### config.mk
export PLATFORM = sky130hd
export DESIGN_NAME = scl_clock_gen
export DESIGN_NICKNAME = d
export VERILOG_FILES = /design/src/rtl/scl_gen_pkg.sv /design/src/rtl/scl_phase_len.sv /design/src/rtl/scl_in_sync.sv /design/src/rtl/scl_phase_fsm.sv /design/src/rtl/scl_clock_gen.sv
export SDC_FILE = /design/constraint.sdc
export NUM_CORES = 1
export LEC_CHECK = 0
export ABC_CLOCK_PERIOD_IN_PS = 11160
export BUFFER_PORTS_ARGS = -buffer_cell sky130_fd_sc_hd__buf_2
export CAP_MARGIN = 10
export CORE_MARGIN = 5
export CORE_UTILIZATION = 68
export DETAILED_ROUTE_END_ITERATION = 10
export MAX_ROUTING_LAYER = met4
export PLACE_DENSITY = 0.88
export RECOVER_POWER = 50
export SETUP_SLACK_MARGIN = 0.5
export SYNTH_ARGS = -nofsm -noshare
export SYNTH_HDL_FRONTEND = slang
export SYNTH_SLANG_ARGS = --single-unit
### constraint.sdc
create_clock -name clk -period 11.16 [get_ports clk]
set_clock_uncertainty 0.05 [all_clocks]
set_input_delay 2.232 -clock clk [delete_from_list [all_inputs] [get_ports clk]]
set_output_delay 2.232 -clock clk [all_outputs]
set_load 0.005 [all_outputs]
### src/rtl/scl_gen_pkg.sv
package scl_gen_pkg;
  typedef enum logic [1:0] {
    PH_OFF  = 2'd0,
    PH_LOW  = 2'd1,
    PH_HIGH = 2'd2
  } scl_phase_e;

  // floor of the divider in standard mode
  localparam int STD_MIN_DIV  = 4;
  // floor of the divider in fast modes
  localparam int FAST_MIN_DIV = 1;
  // extra length bits needed for the 16x low phase
  localparam int LEN_EXTRA    = 5;
endpackage

### src/rtl/scl_phase_len.sv
module scl_phase_len
  import scl_gen_pkg::*;
#(
  parameter int DIV_W = 12,
  parameter int LEN_W = DIV_W + LEN_EXTRA
) (
  input  logic             fast_mode,
  input  logic             duty_sel,
  input  logic [DIV_W-1:0] divider,
  output logic [LEN_W-1:0] low_len,
  output logic [LEN_W-1:0] high_len
);
  logic [DIV_W-1:0] div_eff;
  logic [LEN_W-1:0] unit;

  // per-mode clamp of the divider
  always_comb begin
    div_eff = divider;
    if (!fast_mode) begin
      if (divider < DIV_W'(STD_MIN_DIV)) div_eff = DIV_W'(STD_MIN_DIV);
    end else begin
      if (divider < DIV_W'(FAST_MIN_DIV)) div_eff = DIV_W'(FAST_MIN_DIV);
    end
  end

  assign unit = LEN_W'(div_eff);

  // ratio scheme selection
  always_comb begin
    if (!fast_mode) begin
      low_len  = unit;
      high_len = unit;
    end else if (!duty_sel) begin
      low_len  = unit << 1;
      high_len = unit;
    end else begin
      low_len  = unit << 4;
      high_len = (unit << 3) + unit;
    end
  end
endmodule

### src/rtl/scl_in_sync.sv
module scl_in_sync #(
  parameter int STAGES = 2
) (
  input  logic clk,
  input  logic rst_n,
  input  logic din,
  output logic dout
);
  generate
    if (STAGES == 0) begin : g_bypass
      assign dout = din;
    end else begin : g_chain
      logic [STAGES-1:0] stage_q;
      for (genvar i = 0; i < STAGES; i++) begin : g_stage
        if (i == 0) begin : g_first
          always_ff @(posedge clk or negedge rst_n) begin
            if (!rst_n) stage_q[0] <= 1'b1;
            else        stage_q[0] <= din;
          end
        end else begin : g_next
          always_ff @(posedge clk or negedge rst_n) begin
            if (!rst_n) stage_q[i] <= 1'b1;
            else        stage_q[i] <= stage_q[i-1];
          end
        end
      end
      assign dout = stage_q[STAGES-1];
    end
  endgenerate
endmodule

### src/rtl/scl_phase_fsm.sv
module scl_phase_fsm
  import scl_gen_pkg::*;
#(
  parameter int LEN_W  = 17,
  parameter int RISE_W = 6
) (
  input  logic              clk,
  input  logic              rst_n,
  input  logic              enable,
  input  logic              scl_hi,
  input  logic [LEN_W-1:0]  low_len,
  input  logic [LEN_W-1:0]  high_len,
  input  logic [RISE_W-1:0] rise_allow,
  output logic              drive_low,
  output logic              sample_stb,
  output logic              update_stb
);
  scl_phase_e        phase_q;
  logic [LEN_W-1:0]  cnt_q;
  logic [RISE_W-1:0] rise_q;
  logic              seen_q;

  logic advance, sync_abort, low_last, high_last;

  assign advance    = scl_hi | (rise_q < rise_allow);
  assign sync_abort = seen_q & ~scl_hi;
  assign low_last   = cnt_q >= (low_len - LEN_W'(1));
  assign high_last  = cnt_q >= (high_len - LEN_W'(1));

  always_ff @(posedge clk or negedge rst_n) begin
    if (!rst_n) begin
      phase_q <= PH_OFF;
      cnt_q   <= '0;
      rise_q  <= '0;
      seen_q  <= 1'b0;
    end else if (!enable) begin
      phase_q <= PH_OFF;
      cnt_q   <= '0;
      rise_q  <= '0;
      seen_q  <= 1'b0;
    end else begin
      unique case (phase_q)
        PH_OFF: begin
          phase_q <= PH_LOW;
          cnt_q   <= '0;
        end
        PH_LOW: begin
          if (low_last) begin
            phase_q <= PH_HIGH;
            cnt_q   <= '0;
            rise_q  <= '0;
            seen_q  <= 1'b0;
          end else begin
            cnt_q <= cnt_q + LEN_W'(1);
          end
        end
        PH_HIGH: begin
          if (scl_hi) seen_q <= 1'b1;
          if (sync_abort) begin
            phase_q <= PH_LOW;
            cnt_q   <= '0;
          end else if (advance) begin
            if (!scl_hi) rise_q <= rise_q + RISE_W'(1);
            if (high_last) begin
              phase_q <= PH_LOW;
              cnt_q   <= '0;
            end else begin
              cnt_q <= cnt_q + LEN_W'(1);
            end
          end
        end
        default: phase_q <= PH_OFF;
      endcase
    end
  end

  assign drive_low  = (phase_q == PH_LOW);
  assign sample_stb = (phase_q == PH_HIGH) && !sync_abort && advance &&
                      (cnt_q == (high_len >> 1));
  assign update_stb = (phase_q == PH_LOW) && (cnt_q == (low_len >> 2));
endmodule

### src/rtl/scl_clock_gen.sv
module scl_clock_gen
  import scl_gen_pkg::*;
#(
  parameter int DIV_W       = 12,
  parameter int RISE_W      = 6,
  parameter int SYNC_STAGES = 2
) (
  input  logic              clk,
  input  logic              rst_n,
  input  logic              enable,
  input  logic              fast_mode,
  input  logic              duty_sel,
  input  logic [DIV_W-1:0]  divider,
  input  logic [RISE_W-1:0] rise_allow,
  input  logic              scl_in,
  output logic              scl_drive_low,
  output logic              sample_strobe,
  output logic              update_strobe
);
  localparam int LEN_W = DIV_W + LEN_EXTRA;

  logic [LEN_W-1:0] low_len, high_len;
  logic             scl_hi;

  scl_phase_len #(.DIV_W(DIV_W), .LEN_W(LEN_W)) u_len (
    .fast_mode (fast_mode),
    .duty_sel  (duty_sel),
    .divider   (divider),
    .low_len   (low_len),
    .high_len  (high_len)
  );

  scl_in_sync #(.STAGES(SYNC_STAGES)) u_sync (
    .clk   (clk),
    .rst_n (rst_n),
    .din   (scl_in),
    .dout  (scl_hi)
  );

  scl_phase_fsm #(.LEN_W(LEN_W), .RISE_W(RISE_W)) u_fsm (
    .clk        (clk),
    .rst_n      (rst_n),
    .enable     (enable),
    .scl_hi     (scl_hi),
    .low_len    (low_len),
    .high_len   (high_len),
    .rise_allow (rise_allow),
    .drive_low  (scl_drive_low),
    .sample_stb (sample_strobe),
    .update_stb (update_strobe)
  );
endmodule

==> qor.yml <==
run_status: "finished, final reports clean"
grt_max_degree: 29
slew_violations: 0
rsz0062_at_grt: "false"
tightest_slew_ps: 1450
async_flop_share: 1.00
place_congestion: 0.949
num_antenna_cells: 0
drt-total-wl_mm: 11.9
tritoncts: "built"
grt_pass1_vias: 4347
dieArea_sq_um: 8340
io_buffers: 26
synth_area_per_cell_sq_um: 7.72
ys_seq_area_frac: 0.156
ctsResizeCount: 0
grt_pass1_wl_mm: 20.3
hp-class: "register to register"
wl_per_cell_um: 18.2
fin_nets: 656
synth_nets: 663
p_per_area_nw_per_um2: 83.8
synthToLayoutAreaGrowth_pct: 3.03
drc: 0
cts_setup_buffers: 0
synth-seq-cells: 28
hold_viol_final: 0
yosysTopAreaCellShare: 0.153
clockPowerShare: 0.161
ys.flop_type: "dfrtp_1"
worstPathRequired_ps: 8880
hpwl_mm: 9.29
die_h_um: 91.3
nFillCells: 513
io_pins: 27
grt_antenna_before_repair: 0
synth_edf_count: 0
chipWidth_um: 91.3
yosysTopAreaCell: "ha_1"
grt_use_total: 0.294
yosysWarnings: 0
cts-root-buf: "clkbuf_8"
p_leak_nw: 2.09
cp_max_fo: 14
finalSetupTns_ps: 0
ys_top_cells_by_count: "55 x ha_1, 47 x nor2_1, 42 x nand2_1, 36 x xnor2_1, 33 x o21ai_0"
p_sw_frac: 0.439
cp_data_arrival_time_ps: 6330
clock_sinks: 28
setup.worst_path.class: "primary input to primary output"
clock_tree.buffer_depth: 2
numCtsBuffers: 3
synth_area_sq_um: 4500
path_clk_slew_ps: 90
via_per_inst: 6.83
intPower_mw: 0.218
htree_num_levels: 1
vias: 4450
final_cells: 652
worstSkewPairLatency_ps: 270
yosys-top-cells-area: "ha_1 15%, dfrtp_1 14%, xnor2_1 7.0%, nor2_1 3.9%, xor2_1 3.7%"
postSynthCellCount: 583
total_switching_power_mw: 0.170
worstSetupStartpointType: "primary input"
start_util: 0.704
rows: 29
synth_cell_types: 79
gr-total-overflow: 0
drtIter0Drc: 255
ir_drop_mv: 0.124
maxSlewHeadroom: 0.0307
layout_setup_ws_ps: 2550
setup_viol: 0
maxCapViolCount: 0
period_needed_ps: 8610
dpl.cell_count: 647
yosysMostFrequentCell: "ha_1"
ctsHoldBuffers: 0
fin_area_sq_um: 4630
core_area_sq_um: 6390
drive_above_1_share: 0.0835
pwr-share-comb: 0.547
placed_area_sq_um: 4570
postRouteAntennaNets: 0
firstDrtPassIters: 5
dp_slack_ps: 2270
pwr-share-seq: 0.291
post-route-period-util: 0.772
max_clock_freq_ghz: 0.116
end_kind: "primary output"
path summary, 6_finish.rpt:
| kind | startpoint | endpoint | slack (ps) | cells past startpoint |
|---|---|---|---|---|
| max | divider[10] | sample_strobe | 2550 | 14 |
| min reg2reg | u_sync.g_chain.stage_q[0] | u_sync.dout | 310 | 0 |
| max reg2reg | u_fsm.cnt_q[0] | u_fsm.cnt_q[0] | 7910 | 10 |
| min | u_sync.g_chain.stage_q[0] | u_sync.dout | 310 | 0 |
| max in group asynchronous | rst_n | u_fsm.seen_q | 7980 | 1 |
| min in group asynchronous | rst_n | u_fsm.rise_q[1] | 2230 | 1 |
stage by stage:
step / power, mW / util / hold WS (ps)
2_1_floorplan: 0.273 / - / 295
3_3_place_gp: 0.314 / 0.716 / 296
3_5_place_dp: 0.322 / 0.716 / 302
4_1_cts: 0.384 / 0.725 / 316
5_1_grt: 0.420 / 0.726 / 322
6_report: 0.388 / 0.726 / 313
power groups by stage:
| stage | Sequential (mW) | Clock (mW) | Combinational, mW |
|---|---|---|---|
| after detailed placement | 0.115 | 0 | 0.207 |
| after floorplan | 0.113 | 0 | 0.161 |
| after CTS | 0.113 | 0.0640 | 0.207 |
| after global routing | 0.114 | 0.0683 | 0.237 |
| final | 0.113 | 0.0626 | 0.213 |
| after global placement | 0.115 | 0 | 0.199 |
state kept, by name, summed over array words and instances (netlist names):
| register | cells |
|---|---|
| u_fsm.seen_q | 1 |
| u_sync.dout | 1 |
| u_fsm.cnt_q | 17 |
| u_fsm.phase_q | 2 |
| u_fsm.rise_q | 6 |
| u_sync.g_chain.stage_q | 1 |
cells by family (layout without fill, tap and decap cells):
group,count (synthesis),count (layout),share of synthesized area
adder cells (fa/ha/maj),56,56,0.157
flip-flops,28,28,0.156
AO/OA/AOI/OAI,147,147,0.229
AND/OR/NAND/NOR,217,217,0.250
buffers and inverters,62,54,0.0528
multiplexers,17,17,0.0428
XOR/XNOR,56,56,0.111
layout by cell type, fill, tap and decap left out, types with 13 or more instances in the layout:
cell type | Yosys | layout
xnor2_1 | 36 | 36
and3_1 | 13 | 13
nor2_1 | 47 | 47
a21oi_1 | 29 | 29
ha_1 | 55 | 55
nand2_1 | 42 | 42
xor2_1 | 19 | 19
inv_1 | 22 | 22
nand4_1 | 13 | 13
nor3_1 | 21 | 21
nand3_1 | 25 | 25
buf_2 | 4 | 25
dfrtp_1 | 26 | 26
a22o_1 | 13 | 13
o21ai_0 | 33 | 33
final cells by class:
cell class                      instances  area [sq um]  area share
Multi-Input combinational cell        493          3560       0.768
Sequential cell                        28           703       0.152
Timing Repair Buffer                   27           136      0.0294
Tap cell                               77          96.3      0.0208
Inverter                               23          86.3      0.0186
Clock buffer                            4          55.1      0.0119
worst max-delay path: stages:
cell       delay [ps]
buf_2             180
nor3_1            380
nand3_1           330
nor3_1            280
nor2_1            110
ha_1              230
fa_1              630
o31ai_1           120
a2111oi_0         620
nand4_1           150
a2111oi_0         420
nand3_1           190
nor4_1            290
buf_2             160
per-layer routing:
layer | up-vias | global-route usage | wire length, um
li1 | 2132 | - | -
met1 | 2046 | 0.351 | 4750
met2 | 232 | 0.503 | 5840
met3 | 40 | 0.0298 | 847
met4 | 0 | 0.121 | 446
met5 | - | - | 0
No activity file was read; power rests on OpenSTA's default activity.
